File: src/rtl/i2c_bus_clear_pkg.sv
package i2c_bus_clear_pkg;

  typedef enum logic [2:0] {
    ST_IDLE    = 3'd0,
    ST_WAIT_HI = 3'd1,
    ST_HIGH    = 3'd2,
    ST_LOW     = 3'd3,
    ST_START   = 3'd4,
    ST_HOLD    = 3'd5
  } clr_state_e;

endpackage

File: src/rtl/i2cr_phase_timer.sv
module i2cr_phase_timer #(
  parameter int HALF_W      = 8,
  parameter int SCL_TIMEOUT = 1000,
  parameter int TW          = 11
) (
  input  logic              clk,
  input  logic              rst_n,
  input  logic              clr,
  input  logic              load_len,
  input  logic [HALF_W-1:0] len_in,
  output logic              phase_end,
  output logic              tmo_hit
);

  logic [TW-1:0]     cnt_q;
  logic [TW-1:0]     cnt_d;
  logic [HALF_W-1:0] len_q;
  logic [HALF_W-1:0] len_eff;
  logic [TW-1:0]     last_idx;

  always_comb begin
    if (clr) begin
      cnt_d = '0;
    end else if (cnt_q != '1) begin
      cnt_d = cnt_q + TW'(1);
    end else begin
      cnt_d = cnt_q;
    end
  end

  always_ff @(posedge clk or negedge rst_n) begin
    if (!rst_n) begin
      cnt_q <= '0;
    end else begin
      cnt_q <= cnt_d;
    end
  end

  always_ff @(posedge clk or negedge rst_n) begin
    if (!rst_n) begin
      len_q <= '0;
    end else if (load_len) begin
      len_q <= len_in;
    end
  end

  assign len_eff   = (len_q == '0) ? HALF_W'(1) : len_q;
  assign last_idx  = {{(TW-HALF_W){1'b0}}, len_eff} - TW'(1);
  assign phase_end = (cnt_q == last_idx);
  assign tmo_hit   = (cnt_q == TW'(SCL_TIMEOUT - 1));

endmodule

File: src/rtl/i2cr_attempt_ctr.sv
module i2cr_attempt_ctr #(
  parameter int MAX_PULSES = 9,
  parameter int AW         = 4
) (
  input  logic clk,
  input  logic rst_n,
  input  logic clr,
  input  logic inc,
  output logic at_limit
);

  logic [AW-1:0] tries_q;
  logic [AW-1:0] tries_d;

  always_comb begin
    tries_d = tries_q;
    if (clr) begin
      tries_d = '0;
    end else if (inc && !at_limit) begin
      tries_d = tries_q + AW'(1);
    end
  end

  always_ff @(posedge clk or negedge rst_n) begin
    if (!rst_n) begin
      tries_q <= '0;
    end else begin
      tries_q <= tries_d;
    end
  end

  assign at_limit = (tries_q == AW'(MAX_PULSES));

endmodule

File: src/rtl/i2cr_ctrl_fsm.sv
module i2cr_ctrl_fsm
  import i2c_bus_clear_pkg::*;
(
  input  logic clk,
  input  logic rst_n,
  input  logic req,
  input  logic scl_in,
  input  logic sda_in,
  input  logic phase_end,
  input  logic tmo_hit,
  input  logic at_limit,
  output logic tmr_clr,
  output logic len_load,
  output logic try_clr,
  output logic try_inc,
  output logic scl_low,
  output logic sda_low,
  output logic done_o,
  output logic fail_sda_o,
  output logic fail_scl_o
);

  clr_state_e state_q, state_d;
  logic done_d, fail_sda_d, fail_scl_d;

  always_comb begin
    state_d    = state_q;
    len_load   = 1'b0;
    try_clr    = 1'b0;
    try_inc    = 1'b0;
    done_d     = 1'b0;
    fail_sda_d = 1'b0;
    fail_scl_d = 1'b0;
    unique case (state_q)
      ST_IDLE: begin
        if (req) begin
          state_d  = ST_WAIT_HI;
          len_load = 1'b1;
          try_clr  = 1'b1;
        end
      end
      ST_WAIT_HI: begin
        if (scl_in) begin
          state_d = ST_HIGH;
        end else if (tmo_hit) begin
          state_d    = ST_IDLE;
          fail_scl_d = 1'b1;
        end
      end
      ST_HIGH: begin
        if (phase_end) begin
          if (!scl_in) begin
            state_d = ST_WAIT_HI;
          end else if (sda_in) begin
            state_d = ST_START;
          end else if (at_limit) begin
            state_d    = ST_IDLE;
            fail_sda_d = 1'b1;
          end else begin
            state_d = ST_LOW;
            try_inc = 1'b1;
          end
        end
      end
      ST_LOW: begin
        if (phase_end) begin
          state_d = ST_WAIT_HI;
        end
      end
      ST_START: begin
        if (phase_end) begin
          state_d = ST_HOLD;
          done_d  = 1'b1;
        end
      end
      ST_HOLD: begin
        if (!req) begin
          state_d = ST_IDLE;
        end
      end
      default: state_d = ST_IDLE;
    endcase
  end

  assign tmr_clr = (state_d != state_q) || (state_q == ST_IDLE);

  always_ff @(posedge clk or negedge rst_n) begin
    if (!rst_n) begin
      state_q    <= ST_IDLE;
      done_o     <= 1'b0;
      fail_sda_o <= 1'b0;
      fail_scl_o <= 1'b0;
    end else begin
      state_q    <= state_d;
      done_o     <= done_d;
      fail_sda_o <= fail_sda_d;
      fail_scl_o <= fail_scl_d;
    end
  end

  assign scl_low = (state_q == ST_LOW) || (state_q == ST_HOLD);
  assign sda_low = (state_q == ST_START) || (state_q == ST_HOLD);

endmodule

File: src/rtl/i2c_bus_clear.sv
module i2c_bus_clear #(
  parameter int HALF_W      = 8,
  parameter int SCL_TIMEOUT = 1000,
  parameter int MAX_PULSES  = 9
) (
  input  logic              clk,
  input  logic              rst_n,
  input  logic              recover_req,
  input  logic [HALF_W-1:0] half_cycles,
  input  logic              scl_in,
  input  logic              sda_in,
  output logic              scl_drive_low,
  output logic              sda_drive_low,
  output logic              done,
  output logic              fail_sda_stuck,
  output logic              fail_scl_stuck
);

  localparam int TO_W = $clog2(SCL_TIMEOUT + 1);
  localparam int TW   = ((HALF_W > TO_W) ? HALF_W : TO_W) + 1;
  localparam int AW   = $clog2(MAX_PULSES + 1) + 1;

  logic tmr_clr, len_load, phase_end, tmo_hit;
  logic try_clr, try_inc, at_limit;

  i2cr_phase_timer #(
    .HALF_W     (HALF_W),
    .SCL_TIMEOUT(SCL_TIMEOUT),
    .TW         (TW)
  ) u_timer (
    .clk      (clk),
    .rst_n    (rst_n),
    .clr      (tmr_clr),
    .load_len (len_load),
    .len_in   (half_cycles),
    .phase_end(phase_end),
    .tmo_hit  (tmo_hit)
  );

  i2cr_attempt_ctr #(
    .MAX_PULSES(MAX_PULSES),
    .AW        (AW)
  ) u_tries (
    .clk     (clk),
    .rst_n   (rst_n),
    .clr     (try_clr),
    .inc     (try_inc),
    .at_limit(at_limit)
  );

  i2cr_ctrl_fsm u_fsm (
    .clk       (clk),
    .rst_n     (rst_n),
    .req       (recover_req),
    .scl_in    (scl_in),
    .sda_in    (sda_in),
    .phase_end (phase_end),
    .tmo_hit   (tmo_hit),
    .at_limit  (at_limit),
    .tmr_clr   (tmr_clr),
    .len_load  (len_load),
    .try_clr   (try_clr),
    .try_inc   (try_inc),
    .scl_low   (scl_drive_low),
    .sda_low   (sda_drive_low),
    .done_o    (done),
    .fail_sda_o(fail_sda_stuck),
    .fail_scl_o(fail_scl_stuck)
  );

endmodule

File: config.mk
export PLATFORM = sky130hd
export DESIGN_NAME = i2c_bus_clear
export DESIGN_NICKNAME = d
export VERILOG_FILES = /design/src/rtl/i2c_bus_clear_pkg.sv /design/src/rtl/i2cr_phase_timer.sv /design/src/rtl/i2cr_attempt_ctr.sv /design/src/rtl/i2cr_ctrl_fsm.sv /design/src/rtl/i2c_bus_clear.sv
export SDC_FILE = /design/constraint.sdc
export NUM_CORES = 1
export LEC_CHECK = 0
export ABC_AREA = 1
export BUFFER_PORTS_ARGS = -buffer_cell sky130_fd_sc_hd__buf_4
export CORE_MARGIN = 2
export CORE_UTILIZATION = 41
export DETAILED_ROUTE_END_ITERATION = 8
export GPL_TIMING_DRIVEN = 0
export PLACE_DENSITY = 0.67
export SLEW_MARGIN = 40
export SYNTH_ARGS = -nofsm -noshare
export SYNTH_HDL_FRONTEND = slang
export SYNTH_HIERARCHICAL = 1
export SYNTH_SLANG_ARGS = --single-unit
File: constraint.sdc
create_clock -name clk -period 4.7 [get_ports clk]
set_input_delay 0.47 -clock clk [delete_from_list [all_inputs] [get_ports clk]]
set_output_delay 0.47 -clock clk [all_outputs]
set_load 0.01 [all_outputs]
## After elaboration in Yosys (flattened, before gate mapping)

Index checks and enable logic that the tools add are counted.

- Register bits: 30
- Input bits: 13
- Output and inout port bits: 5

- Muxes and demuxes: 33
- $add $sub $neg: 3
- Equal/unequal tests: 10
- Reductions and logical operators: 9

Operators by type and width:

| kind | count |
|---|---|
| $mux W3 | 9 |
| $mux W11 | 2 |
| $pmux W3 S6 | 1 |
| $mux W1 | 17 |
| $add A11 B1 Y11 const B | 1 |
| $eq A11 B10 Y1 const B | 1 |
| $eq A11 B11 Y1 | 1 |
| $ne A11 B11 Y1 const B | 1 |
| $mux W5 | 2 |
| $sub A8 B1 Y9 const B | 1 |
| $logic_not A8 Y1 | 1 |
| $mux W8 | 1 |
| $eq A3 B2 Y1 const B | 2 |
| $eq A3 B3 Y1 const B | 2 |
| $add A5 B1 Y5 const B | 1 |
| $eq A5 B4 Y1 const B | 1 |
| $reduce_bool A2 Y1 | 2 |
| $eq A3 B1 Y1 const B | 1 |
| $logic_not A3 Y1 | 1 |
| $logic_or A1 B1 Y1 | 3 |
| $ne A3 B3 Y1 | 1 |
| $mux W2 | 1 |
| $logic_and A1 B1 Y1 | 1 |
| $logic_not A1 Y1 | 1 |

## Depth between registers and ports, before layout

Gate-level depths: netlist (run 1).

- Depth after elaboration: 9
- Depth in mapped cells: 28

## By module

Netlist (run 1), hierarchy kept.

Modules (own cells, without submodules):

| module | area an instance (µm²) | sequential area each (µm²) | instances | cells an instance |
|---|---|---|---|---|
| i2cr_phase_timer | 1306.3 | 475.5 | 1 | 178 |
| i2cr_ctrl_fsm | 431.7 | 150.1 | 1 | 60 |
| i2cr_attempt_ctr | 329.1 | 125.1 | 1 | 44 |

## Least setup slack after synthesis (run 1)

OpenSTA, ideal clock, no wires.

- Path type: reg2reg
- Start: reg u_timer.len_q[6]
- End: reg u_timer.cnt_q[0]
- Arrival: 2.714 ns
- Required time: 4.581 ns
- Stages on the path, launching flop included: 28
- Slack: 1.867 ns
- Buffers on the path: 0
- Period minus slack after synthesis: 2.833 ns
- Cells stage by stage: dfrtp_1 inv_2 nand2_2 nor2_2 nand2_4 nand2_1 inv_1 ha_1 inv_1 nand2_1 nand2_1 nand2_1 nand2_1 nand2_1 nor2_1 nand3_1 nor3_2 inv_1 nor2_1 nand2_1 nor2_1 nor2_2 nand3_1 nand4_2 inv_1 nand2_2 nand3_1 o21ai_2

- Longest elaborated chain between the ends: 9

Ends and longest elaborated chain:

| what | line | RTL |
|---|---|---|
| start, declared | i2cr_phase_timer.sv:17 | `logic [HALF_W-1:0] len_q;` |
| start signal, assigned | i2cr_phase_timer.sv:43 | `len_q <= len_in;` |
| $logic_not A8 Y1 | i2cr_phase_timer.sv:47 | `assign len_eff = (len_q == '0) ? HALF_W'(1) : len_q;` |
| $mux W8 (*) | i2cr_phase_timer.sv:47 |  |
| $sub A8 B1 Y9 (*) | i2cr_phase_timer.sv:48 | `assign last_idx = {{(TW-HALF_W){1'b0}}, len_eff} - TW'(1);` |
| $eq A11 B11 Y1 (*) | i2cr_phase_timer.sv:49 | `assign phase_end = (cnt_q == last_idx);` |
| via phase_end | i2c_bus_clear.sv:23 | `logic tmr_clr, len_load, phase_end, tmo_hit;` |
| $mux W3 (on tied branches) | i2cr_ctrl_fsm.sv:71, i2cr_ctrl_fsm.sv:51, i2cr_ctrl_fsm.sv:66 |  |
| $pmux W3 S6 (*) | i2cr_ctrl_fsm.sv:34 | `unique case (state_q)` |
| $ne A3 B3 Y1 (*) | i2cr_ctrl_fsm.sv:85 | `assign tmr_clr = (state_d != state_q) \|\| (state_q == ST_IDLE);` |
| $logic_or A1 B1 Y1 (*) | i2cr_ctrl_fsm.sv:85 |  |
| via tmr_clr | i2c_bus_clear.sv:23 |  |
| $mux W11 / $reduce_bool A2 Y1 (equally long branches) | - |  |
| end signal, assigned | i2cr_phase_timer.sv:35 | `cnt_q <= cnt_d;` |
| end, declared | i2cr_phase_timer.sv:15 | `logic [TW-1:0] cnt_q;` |

Mark *: on every way through the listed nets, which the timed path passes. The rest lies on a longest branch.
A chain may end at the register's enable or synchronous reset.

## Worst setup path in the final report (run 1)

- Start: reg u_timer.len_q[4]
- End: reg u_timer.cnt_q[0]

Same word-level chain as after synthesis.

==> results.md, run 1 <==
Final layout:
- The top cell types in the final layout, fill and taps aside, are sky130_fd_sc_hd__nand2_1 (66), sky130_fd_sc_hd__inv_1 (31), sky130_fd_sc_hd__dfrtp_1 (30).
- The net total in the final layout is 323.
- For this run, the share of the core covered by cells in the final layout is 0.495.
- Of the cells placed in the final design, the portion with a size suffix greater than 1 is 0.257.
- The area growth from synthesis to final layout is 14.6%.
- The repair_antennas step left the layout with diodes totalling 0.
- The leading cell type in the layout, fill and taps excluded is sky130_fd_sc_hd__nand2_1.

Clock tree:
- After clock tree synthesis, the repair step resized 0 gates.
- The clock transition at the registers of the reported paths is 70 ps.
- The longest clock path from root to sink contains 2 buffers.
- Counting the buffers created by CTS gives 5.
- The H-tree depth reported by CTS is 2.
- For this design, the CTS-stage hold fixing added 0 buffers.
- TritonCTS built the clock tree.
- The clock drives 30 sinks.
- The tree is rooted in a sky130_fd_sc_hd__clkbuf_8.
- Post-CTS timing repair inserted 0 buffers for setup.
- For the worst-skew pair, the clock arrives at the later sink with an insertion delay of 280 ps.

Floorplan:
- The floorplan step set the die width to 75 um.
- The core region is 0.00479 mm^2.
- The die area is 0.00563 mm^2.
- The floorplan has 25 rows.
- The die is 75 um tall.
- For this configuration, the core starts out at a cell density of 0.432.
- In this run the count of I/O pins placed on the die edge is 18.

Detailed routing:
- The number of vias per cell is 4.80.
- Detailed routing inserted a total of 1795 vias.
- The DRC violations left is 0.
- The number of detailed-route iterations in the first pass is 4.
- The number of DRC markers in iteration 0 is 97.
- The count of nets left with antenna violations once routing finished came out at 0.
- Wires add up to 4300 um.
- In the final routed layout, each cell accounts on average for 11.5 um.

Global routing:
- The via count of the first global-routing pass is 1680.
- The wire length of the first global-routing pass is 7590 um.
- The layer with the highest usage is met2.
- The initial antenna violation count was 0.
- In the global route stage, overall resource usage came out at 0.176.
- Entering global routing, the biggest net connects 31 pins.
- The met3 capacity usage during global routing is 0.0455.
- For met2 alone, demand over resource in global routing was 0.285.
- The total overflow reported by the global router is 0.
- The global-route track usage on met1 is 0.233.

Setup path:
- The critical path arrival is 3590 ps.
- The startpoint type of the worst setup path is a flop.
- The kind of critical path is flop to flop.
- The critical path required time is 4870 ps.
- The worst setup path is captured at a flop.
- The launch point of the critical path is u_timer/len_q[4].
- Along the worst path, the maximum fanout reaches 9.
- The origin of the critical flop-to-flop path is u_timer/len_q[4].

Timing:
- Adding up every negative setup slack in the final design gives 0 ps.
- The final-report max-slew violation count is 0.
- Setup repair after global routing left no endpoint under its margin.
- At the pin with the least slew margin, the transition time is 394 ps.
- Dividing the final minimum period by the clock period gives 0.728.
- The count of final hold-check violations is 0.
- Between clock sinks in the finished design, the worst skew comes to 3.99 ps.
- The worst path in the final design needs a cycle of 3420 ps, including I/O delays and setup.
- The highest attainable clock frequency is 292 MHz.
- The headroom to the max-slew limit is 0.737.
- The number of setup violations in the final report is 0.

Logic synthesis:
- The combined area of all synthesized cells is 0.00207 mm^2.
- By area the synthesized netlist is led by sky130_fd_sc_hd__dfrtp_1 (36%), sky130_fd_sc_hd__nand2_1 (12%), sky130_fd_sc_hd__nand3_1 (5.8%).
- In this run, distinct cell masters in the synthesized netlist total 34.
- The share of synthesized area in the top cell type comes to 0.363.
- The fraction of the mapped netlist area in simple logic gates is 0.423.
- The fraction of the mapped netlist area in compound gates is 0.0690.
- By area, the combinational part of the netlist is dominated by simple AND/OR/NAND/NOR gates.
- The post-synthesis instance total is 282.
- The net count after synthesis is 299.
- Of the total synthesized cell area, the portion taken by full adders, half adders and majority gates is 0.0242.
- The post-synthesis cell type with the largest combined area is sky130_fd_sc_hd__dfrtp_1.
- The post-synthesis average cell area is 7.33 um^2.
- The sequential fraction of the synthesis area is 0.363.
- The XOR/XNOR share of the synthesized area is 0.0297.
- The portion of synthesized area spent on multiplexers is 0.
- The count of state elements after synthesis is 30.
- The count of synthesis-stage warnings from yosys is 6.

Pwr:
- The largest vdd supply drop is 0.216 mV.
- Summed over all nets, the switching power comes to 0.000521 W.
- The internal power is 0.000634 W.
- Of the total power, the share spent switching nets is 0.451.
- The share of total power dissipated in the clock network is 0.189.
- The leakage power is 1.20 nW.
- The share of total power in sequential cells is 0.335.
- The power density of the placed cells is 487 mW/mm^2.
- Of the total power, combinational logic draws 0.476.

Placement:
- The number of port buffers is 17.
- The HPWL after detailed placement is 3250 um.
- The weighted congestion reported at the end of routability-driven placement is 0.869.

Job:
- Max-cap violations in this run came to 0.

Status:
- The flow ran to the end, and the final reports show no timing, DRC or antenna violations.

Min path:
- The path class of the lowest-slack min-delay path is input pin to asynchronous set/reset pin.
==> metrics by stage <==
step / std cells / power, W / hold WS [ps] / cell area [um^2] / worst slack, ps
after global placement: 366 / 0.000933 / 428 / 2280 / 1300
after floorplan: 282 / 0.000825 / 174 / 2070 / 1870
after global routing: 374 / 0.00127 / 141 / 2370 / 883
final: 374 / 0.00116 / 115 / 2370 / 1280
after CTS: 374 / 0.00117 / 122 / 2370 / 1270
after detailed placement: 366 / 0.000945 / 432 / 2280 / 1300
==> cells in the mapped netlist <==
master and instances:
sky130_fd_sc_hd__dfrtp_1 30, sky130_fd_sc_hd__nand2_2 13, sky130_fd_sc_hd__nor3_2 2, sky130_fd_sc_hd__clkinv_1 1, sky130_fd_sc_hd__nor3_1 3, sky130_fd_sc_hd__nor2_4 4, sky130_fd_sc_hd__a21oi_1 2, sky130_fd_sc_hd__inv_1 31
sky130_fd_sc_hd__nand3_2 4, sky130_fd_sc_hd__o21ai_2 1, sky130_fd_sc_hd__nand2_1 66, sky130_fd_sc_hd__nor3b_1 1, sky130_fd_sc_hd__a31oi_1 2, sky130_fd_sc_hd__nand4_2 1, sky130_fd_sc_hd__nand3_1 24, sky130_fd_sc_hd__clkbuf_1 1
sky130_fd_sc_hd__a21oi_2 1, sky130_fd_sc_hd__o211a_1 1, sky130_fd_sc_hd__nand3_4 1, sky130_fd_sc_hd__inv_2 10, sky130_fd_sc_hd__nand3b_1 1, sky130_fd_sc_hd__buf_2 1, sky130_fd_sc_hd__xnor2_1 1, sky130_fd_sc_hd__nor4_1 1
sky130_fd_sc_hd__ha_1 4, sky130_fd_sc_hd__nor2_1 25, sky130_fd_sc_hd__buf_4 3, sky130_fd_sc_hd__xor2_1 6, sky130_fd_sc_hd__o211ai_1 1, sky130_fd_sc_hd__nand2_4 3, sky130_fd_sc_hd__nor2_2 11, sky130_fd_sc_hd__o21ai_0 12
sky130_fd_sc_hd__nand4_1 9, sky130_fd_sc_hd__o21ai_1 5
==> layer usage <==
layer  wire length, um  up-vias  part of all wire
met1              2040      811              0.48
met5                 0        -                 0
met2              2050       30              0.48
met4                39        0            0.0091
met3               166        4             0.039
li1                  -      950                 -
==> worst paths after layout <==
check | to | slack [ps] | depth (start not counted)
max in group asynchronous | u_tries/tries_q[1] | 4300 | 1
worst min-delay path | u_timer/len_q[1] | 110 | 1
worst max-delay path | u_timer/cnt_q[0] | 1280 | 27
worst max register to register | u_timer/cnt_q[0] | 1280 | 27
worst min register to register | u_timer/cnt_q[9] | 570 | 2
min in group clk | u_fsm/fail_sda_o | 370 | 2
==> registers in the layout (all words and copies together) (netlist names) <==
name and cells:
u_fsm/fail_sda_o 1, u_fsm/done_o 1, u_timer/cnt_q 11, u_timer/len_q 8, u_fsm/state_q 3, u_tries/tries_q 5
u_fsm/fail_scl_o 1
==> cells by family (layout without fill, tap and decap cells) <==
logic type,count (synthesis),count (layout)
AND/OR/NAND/NOR,169,169
AO/OA/AOI/OAI,25,25
buffers and inverters,47,72
adder cells (fa/ha/maj),4,4
flip-flops,30,30
XOR/XNOR,7,7
==> power by group through the flow <==
stage	Combinational, W	Clock (W)	Sequential (W)
finish	0.000550	0.000218	0.000387
global route	0.000638	0.000237	0.000397
CTS	0.000556	0.000226	0.000388
detailed placement	0.000554	0	0.000392
global placement	0.000543	0	0.000391
floorplan	0.000451	0	0.000374
==> area by class of cell <==
class / instances / area (um^2)
plain buffers: 5 / 31.3
clock buffers: 7 / 86.3
clock inverters: 1 / 5.00
fillers: 496 / 2420
inverters: 42 / 158
multi-input cells: 205 / 1130
flip-flops and latches: 30 / 751
well taps: 67 / 83.8
repair buffers: 17 / 128
==> critical path, cell delays in order (launching register included) <==
cell	delay (ps)
sky130_fd_sc_hd__dfrtp_1	430
sky130_fd_sc_hd__inv_2	110
sky130_fd_sc_hd__nand2_1	60
sky130_fd_sc_hd__nor2_2	130
sky130_fd_sc_hd__nand2_4	90
sky130_fd_sc_hd__nand2_1	80
sky130_fd_sc_hd__inv_1	50
sky130_fd_sc_hd__ha_1	240
sky130_fd_sc_hd__inv_1	70
sky130_fd_sc_hd__nand2_1	60
sky130_fd_sc_hd__nand2_1	70
sky130_fd_sc_hd__nand2_1	40
sky130_fd_sc_hd__nand2_1	60
sky130_fd_sc_hd__nand2_1	50
sky130_fd_sc_hd__nor2_1	80
sky130_fd_sc_hd__nand3_1	90
sky130_fd_sc_hd__nor3_2	270
sky130_fd_sc_hd__inv_1	70
sky130_fd_sc_hd__nor2_1	130
sky130_fd_sc_hd__nand2_1	70
sky130_fd_sc_hd__nor2_1	150
sky130_fd_sc_hd__nor2_2	60
sky130_fd_sc_hd__nand3_1	90
sky130_fd_sc_hd__nand4_2	180
sky130_fd_sc_hd__inv_1	280
sky130_fd_sc_hd__nand2_2	130
sky130_fd_sc_hd__nand3_1	100
sky130_fd_sc_hd__o21ai_2	50
Power figures use the tool's default switching activity.
==> run 2: changes to the inputs <==
- clock period: 4.7 -> 3.25 ns (I/O delays scaled with it)
==> results.md, run 2 (synthesis gave the netlist of run 1 again) <==
Setup path:
- The startpoint type of the worst setup path is a flop.
- The cell at the slowest stage of the critical path is sky130_fd_sc_hd__dfrtp_1.
- The delay of the slowest critical-path stage is 410 ps.
- The critical path required time is 3420 ps.
- By instance count, the cell type seen most on the critical path is sky130_fd_sc_hd__nand2_1.
- The setup path with the least slack is of type flop to flop.
- The critical path arrival is 3210 ps.
- STA classifies the critical path endpoint as a flop.
- In this run the worst path has a maximum fanout of 6.

Timing:
- The highest attainable clock frequency is 330 MHz.
- In the final timing run, aggregate negative setup slack is 0 ps.
- The minimum setup slack in the final design is 215 ps.
- The setup clock skew after layout is 5.73 ps.
- Setup repair after global routing could not meet its margin everywhere.
- The worst pin sits at a relative slew slack of 0.738.
- The final-report max-slew violation count is 0.
- For the finished layout, the period the worst path requires is 3030 ps.
- The number of setup violations in the final report is 0.
- The count of final hold-check violations was 0.
- In the finished design, the share of the clock period the worst path needs comes to 0.934.
- The actual transition at the worst max-transition pin is 393 ps.

Detailed routing:
- The amount of wire on met3 after detailed routing is 136 um.
- The routed wire length is 4600 um.
- The number of DRC markers in iteration 0 is 81.
- The number of vias in the routed layout is 1874.
- For this block, wires on met1 add up to 2140 um.
- After detailed routing, the number of remaining DRC violations is 0.
- The number of detailed-route iterations in the first pass is 4.
- In the detailed route, the total length drawn on met2 is 2280 um.
- After detailed routing, the average wire length per cell comes to 11.8 um.
- Using the TritonRoute via totals, the vias-per-cell ratio works out to 4.81.
- The detailed router used layers up to and including met4.
- The number of routed nets with antenna violations is 0.

Pwr:
- The leakage power is 1.29 nW.
- Of the total power, combinational logic draws 0.550.
- The power after layout is 0.00192 W.
- The portion of total power attributed to the clock network is 0.164.
- The analysis attributes to net switching a power of 0.000853 W.
- Of the total power, the share spent switching nets is 0.444.
- The share of total power in sequential cells is 0.286.
- The internal power is 0.00107 W.
- The largest vdd supply drop is 0.317 mV.
- The power density of the placed cells is 746 mW/mm^2.

Global routing:
- The first global-routing pass estimated 7580 um of wire.
- The total overflow reported by the global router is 0.
- The maximum number of pins on one net before global-route repair is 31.
- The global router's overall resource usage is 0.176.
- The initial antenna violation count is 0.
- The via count of the first global-routing pass came to 1683.

Clock tree:
- After clock tree synthesis, the clock-pin slew on the worst setup and hold paths is 70 ps.
- The buffer type at the clock tree root is sky130_fd_sc_hd__clkbuf_8.
- The clock passes through at most 2 buffers.
- The H-tree depth reported by CTS is 2.
- The insertion delay to the later sink of the worst-skew pair is 280 ps.
- The number of sinks handled by clock tree synthesis is 30.
- The TritonCTS clock tree is done.
- The total clock buffers created by CTS is 5.

Final layout:
- In the final layout, the registers with the most flip-flops are u_timer/cnt_q x11, u_timer/len_q x8, u_tries/tries_q x5.
- The area growth from synthesis to final layout is 24.6%.
- The leading cell type in the layout, fill and taps excluded is sky130_fd_sc_hd__nand2_1.
- Counting flops per register, the top entry is u_timer/cnt_q.
- The flip-flop count of the largest register, all copies and words added is 11.
- In the final layout, the share of cells above drive strength 1 is 0.344.
- The final instance area is 0.00257 mm^2.
- The net total in the final layout is 339.
- The top cell types in the final layout, fill and taps aside, are sky130_fd_sc_hd__nand2_1 (64), sky130_fd_sc_hd__buf_4 (33), sky130_fd_sc_hd__inv_1 (28), sky130_fd_sc_hd__dfrtp_1 (28), sky130_fd_sc_hd__nand3_1 (22).
- The repair_antennas step left the layout with diodes totalling 0.

Placement:
- The estimated wirelength of the detail-placed design is 3250 um.
- The worst setup slack after placement is -155 ps.
- After detailed placement, the total cell area comes to 0.00228 mm^2.
- Buffers placed on the I/O ports in this run total 17.
- Routability-driven placement finished with a final weighted congestion of 0.869.

Floorplan:
- From left edge to right edge, the die measures 75 um.
- From bottom edge to top edge, the die measures 75 um.
- The initial core utilization is 0.432.
- The floorplan step defined a die boundary enclosing 0.00563 mm^2.
- In this run the count of I/O pins placed on the die edge is 18.
- The floorplan has 25 rows.
- The area inside the core boundary is 0.00479 mm^2.

Min path:
- The path class of the lowest-slack min-delay path is input pin to flop.

Job:
- The number of max-capacitance violations reported is 0.

Status:
- The flow ran to the end, and the final reports show no timing, DRC or antenna violations.
## run 2: cell count changes in the layout (fill, tap and decap cells not counted), sizes merged
cell         previous run  this run
dlygate4sd3             0         1
inv                    41        40
buf                    21        35
clkinv                  2         4
## run 2: timing repair
| item | in CTS | in global routing |
|---|---|---|
| gates cloned | 0 | 1 |
| setup endpoints to repair | 9 | 15 |
| endpoints found under the hold margin | 30 | 0 |
| resized for setup | 4 | 23 |
| setup buffers | 0 | 14 |
| pin swaps | 0 | 15 |
| hold buffers | 1 | 0 |
## run 2: area by class of cell
cell class	count	area [um^2]
fillers	469	2210
multi-input cells	205	1200
repair buffers	32	246
clock buffers	7	86.3
well taps	67	83.8
clock inverters	1	5.00
repair inverters	1	5.00
inverters	42	163
flip-flops and latches	30	753
plain buffers	5	31.3
## run 2: final timing paths
path	end	cells past startpoint	slack, ps	from
max reg2reg	u_timer/cnt_q[0]	27	220	u_timer/len_q[7]
max in group asynchronous	u_timer/len_q[4]	2	2430	rst_n
min reg2reg	u_timer/len_q[5]	2	560	u_timer/len_q[5]
max	u_timer/cnt_q[0]	27	220	u_timer/len_q[7]
min	u_fsm/fail_sda_o	2	220	sda_in
min in group asynchronous	u_timer/cnt_q[10]	2	510	rst_n
## run 2: metal layers
layer	up-vias	GRT usage
met1	862	0.231
met2	31	0.287
met3	4	0.0455
li1	977	-
met5	-	0
met4	0	0.0516
## run 2: critical path, delay by kind of cell (launching register included)
kind	cells	cell delay (ps)
AND/OR/NAND/NOR	21	1960
flip-flops	1	410
buffers and inverters	4	310
adder cells (fa/ha/maj)	1	170
AO/OA/AOI/OAI	1	50
## run 2: power by group through the flow
stage | clock network [W] | logic, W | registers (W)
global route | 0.000342 | 0.00119 | 0.000561
global placement | 0 | 0.000785 | 0.000565
CTS | 0.000327 | 0.000839 | 0.000560
finish | 0.000315 | 0.00106 | 0.000549
detailed placement | 0 | 0.000801 | 0.000566
floorplan | 0 | 0.000652 | 0.000541
## run 2: per-stage QoR
stage           util  instances  hold slack [ps]
3_3_place_gp   0.476        366              283
5_1_grt        0.538        390              212
4_1_cts        0.501        375              203
6_report       0.538        390              223
2_1_floorplan      -        282             29.4
3_5_place_dp   0.476        366              287
==> run 3: changes to the inputs <==
- SYNTH_HIERARCHICAL: 1 -> unset
==> results.md, run 3 <==
Clock tree:
- CTS placed an instance of sky130_fd_sc_hd__clkbuf_8 at the clock tree root.
- The insertion delay to the later sink of the worst-skew pair is 290 ps.
- After clock tree synthesis, the repair step resized 0 gates.
- The clock passes through at most 2 buffers.
- Counting the buffers created by CTS gives 5.
- The TritonCTS clock tree is done.
- Counting every sink on the clock net gives 30.
- In this run the number of H-tree levels came out at 2.
- After clock tree synthesis, the clock-pin slew on the worst setup and hold paths is 70 ps.

Logic synthesis:
- The dominant register cell in the synthesized netlist is sky130_fd_sc_hd__dfrtp_1.
- The share of the synthesized area in the top cell type is 0.348.
- The combined area of all synthesized cells is 0.00215 mm^2.
- The post-synthesis cell type with the largest combined area is sky130_fd_sc_hd__dfrtp_1.
- Sorting the synthesized cells by how often they occur yields sky130_fd_sc_hd__nand2_1 (64), sky130_fd_sc_hd__inv_1 (39), sky130_fd_sc_hd__nor2_1 (34), sky130_fd_sc_hd__nand3_1 (31), sky130_fd_sc_hd__dfrtp_1 (30).
- The post-synthesis average cell area is 7.06 um^2.
- The number of enable-type register cells in the synthesized netlist is 0.
- The sequential fraction of the synthesis area is 0.348.
- The count of state elements after synthesis is 30.
- For this run, asynchronously set or reset flops after synthesis account for 1.00.
- Yosys attributes the largest share of cell area to sky130_fd_sc_hd__dfrtp_1 (35%), sky130_fd_sc_hd__nand2_1 (11%), sky130_fd_sc_hd__nand3_1 (7.2%).
- The count of synthesis-stage warnings from yosys is 0.
- The post-synthesis instance total is 305.
- The cell with the most instances after synthesis is sky130_fd_sc_hd__nand2_1.
- Counting distinct cell types in the post-synthesis netlist gives 29.
- The net count after synthesis is 322.

Min path:
- The path class of the lowest-slack min-delay path is input pin to flop.

Pwr:
- The total net switching power is 0.000723 W.
- The combinational group share of total power is 0.460.
- The portion of total power attributed to the clock network is 0.224.
- VDD sags by at most 0.292 mV.
- The leakage power is 1.27 nW.
- The share of total power in sequential cells is 0.316.
- Of the total power, the share spent switching nets is 0.433.
- The power density of the placed cells is 670 mW/mm^2.
- The internal portion of the total power is 0.000945 W.

Setup path:
- At the worst endpoint, the arrival time is 2950 ps.
- The slowest stage of the critical path belongs to the cell sky130_fd_sc_hd__dfrtp_1.
- The signal on the critical path passes through inv_2 > nand2_1 > nor2_2 > nand2_4 > nand2_1 > inv_1 > ha_1 > inv_1 > nand2_1 > nand2_1 > nand2_1 > nand2_1 > nand2_1 > nor2_1 > nand3_1 > nor2_2 > nand3_1 > o211ai_1 > nor2_2 > nand2_2 > buf_6 > nor2_2.
- The critical path's most frequent cell is sky130_fd_sc_hd__nand2_1.
- Data on the critical path is required at its endpoint by 3420 ps.
- For this run, the slowest stage of the critical path takes 440 ps.
- The worst setup path is launched from a flop.
- The critical path in this run is classified as flop to flop.
- The worst register-to-register path has a setup slack of 470 ps.
- STA classifies the critical path endpoint as a flop.
- Of all nets on the critical path, the largest fanout is 10.

Timing:
- The actual transition at the worst max-transition pin is 455 ps.
- The clock period minus worst slack is 2780 ps.
- The worst path meets setup with 466 ps of slack.
- The setup TNS is 0 ps.
- Setup repair after global routing left no endpoint under its margin.
- Headroom to the max-slew limit came out at 0.697.
- The count of final hold-check violations is 0.
- The final worst-path cycle share is 0.857.
- The setup clock skew after layout is 8.40 ps.
- The tightest hold path in the finished design has a slack of 279 ps.
- The final-report max-slew violation count came to 0.
- The number of setup violations in the final report is 0.
- The highest attainable clock frequency is 359 MHz.

Global routing:
- The via count of the first global-routing pass is 1791.
- Across every metal layer, demand over resource in global routing totals 0.162.
- The wire length of the first global-routing pass is 7670 um.
- The initial antenna violation count is 0.
- Entering global routing, the biggest net connects 31 pins.
- Summed over all layers, the global routing overflow is 0.

Detailed routing:
- The count of nets left with antenna violations once routing finished came out at 0.
- The final layout contains routed wiring with a total length of 4420 um.
- The number of vias per cell is 4.80.
- The number of detailed-route iterations in the first pass is 4.
- After detailed routing, the average wire length per cell comes to 11.0 um.
- After detailed routing, the number of remaining DRC violations is 0.
- The detailed router finished its first iteration with 85 violations.
- Summing over every cut layer, the via total after detailed routing is 1926.

Floorplan:
- Pin placement for this block handled 18 I/O pins.
- The die area is 0.00585 mm^2.
- The region available for standard cell placement spans 0.00507 mm^2.
- The die is 76.5 um wide.
- The floorplan has 26 rows.
- The initial utilization of the core area, before any placement, comes to 0.425.
- Measured along the y axis, the die boundary spans 76.5 um.

Final layout:
- The repair_antennas step left the layout with diodes totalling 0.
- The footprint of the multi-input gates is 0.00120 mm^2.
- The register with the most flip-flops in the final layout is u_timer.cnt_q.
- The library cell used most frequently in the layout, excluding fill and tap cells, is sky130_fd_sc_hd__nand2_1.
- In the final layout, flip-flops and latches occupy 751 um^2.
- The net total in the final layout is 347.
- Compared with the post-synthesis result, the final layout area differs by 15.5%.
- In the final layout, the registers with the most flip-flops are u_timer.cnt_q x11, u_timer.len_q x8, u_tries.tries_q x5.
- The register with the most flip-flops in the layout has 11 of them.
- The ratio of cells with drive above 1 in the final layout is 0.202.
- The filler cell count is 534.
- Summing all non-filler instances in the final layout gives an area of 0.00249 mm^2.
- The top cell types in the final layout, fill and taps aside, are sky130_fd_sc_hd__nand2_1 (64), sky130_fd_sc_hd__inv_1 (39), sky130_fd_sc_hd__nor2_1 (34).

Status:
- The run finished with clean final reports.

Placement:
- The HPWL after detailed placement is 3440 um.
- OpenSTA, run right after detailed placement, puts the worst setup slack at 464 ps.
- The weighted congestion reported at the end of routability-driven placement is 0.914.
- The area after detailed placement is 0.00237 mm^2.
- The count of buffers added on input and output ports is 17.

Job:
- The number of max-capacitance violations reported is 0.
==> run 3: what timing repair did <==
item,in CTS,in global routing
setup endpoints to repair,0,0
endpoints found under the hold margin,30,0
buffers inserted,0,0
hold buffers,1,0
==> run 3: kinds of logic (layout without fill, tap and decap cells) <==
group / Yosys count / in the layout / synth area share
flops: 30 / 30 / 0.348
xor+xnor: 15 / 15 / 0.0610
compound gates: 23 / 23 / 0.0569
buf+inv: 50 / 76 / 0.0958
simple gates: 183 / 183 / 0.415
fa+ha+maj: 4 / 4 / 0.0232
==> run 3: cell type report <==
class / instances / area share
Clock inverter: 3 / 0.0161
Inverter: 43 / 0.0649
Multi-Input combinational cell: 225 / 0.481
Timing Repair Buffer: 18 / 0.0553
Sequential cell: 30 / 0.302
Buffer: 7 / 0.0181
Tap cell: 70 / 0.0352
Clock buffer: 5 / 0.0277
==> run 3: metal layers <==
layer	routed length, um	track usage
met5	0	0
met4	87	0.0618
met3	154	0.0344
met2	2120	0.285
met1	2060	0.194
==> run 3: final timing paths <==
path                               startpoint            endpoint  cells past startpoint
max in group asynchronous               rst_n    u_fsm.state_q[1]                      2
max reg2reg                  u_timer.len_q[4]    u_timer.cnt_q[1]                     22
min                            half_cycles[7]    u_timer.len_q[7]                      3
max                          u_timer.len_q[4]    u_timer.cnt_q[1]                     22
min in group asynchronous               rst_n    u_timer.len_q[7]                      2
min reg2reg                u_tries.tries_q[4]  u_tries.tries_q[4]                      2
==> run 3: power by group through the flow <==
stage	Sequential (W)	Clock, W	Combinational, W
detailed placement	0.000534	0	0.000771
CTS	0.000528	0.000382	0.000774
floorplan	0.000519	0	0.000621
global route	0.000541	0.000398	0.000877
finish	0.000527	0.000374	0.000767
global placement	0.000533	0	0.000757
==> run 3: worst max-delay path, delay by kind of cell, from the launching register on <==
kind                       cells  cell delay (ps)
AOI/OAI and AO/OA              1              120
buffers and inverters          4              420
adders and majority gates      1              290
DFF                            1              440
and+or+nand+nor               16             1410
==> run 3: through the flow <==
stage	total power, W	util	std cells
final	0.00167	0.490	401
after global routing	0.00182	0.490	401
after CTS	0.00168	0.490	401
after detailed placement	0.00130	0.467	392
after global placement	0.00129	0.467	392
after floorplan	0.00114	-	305
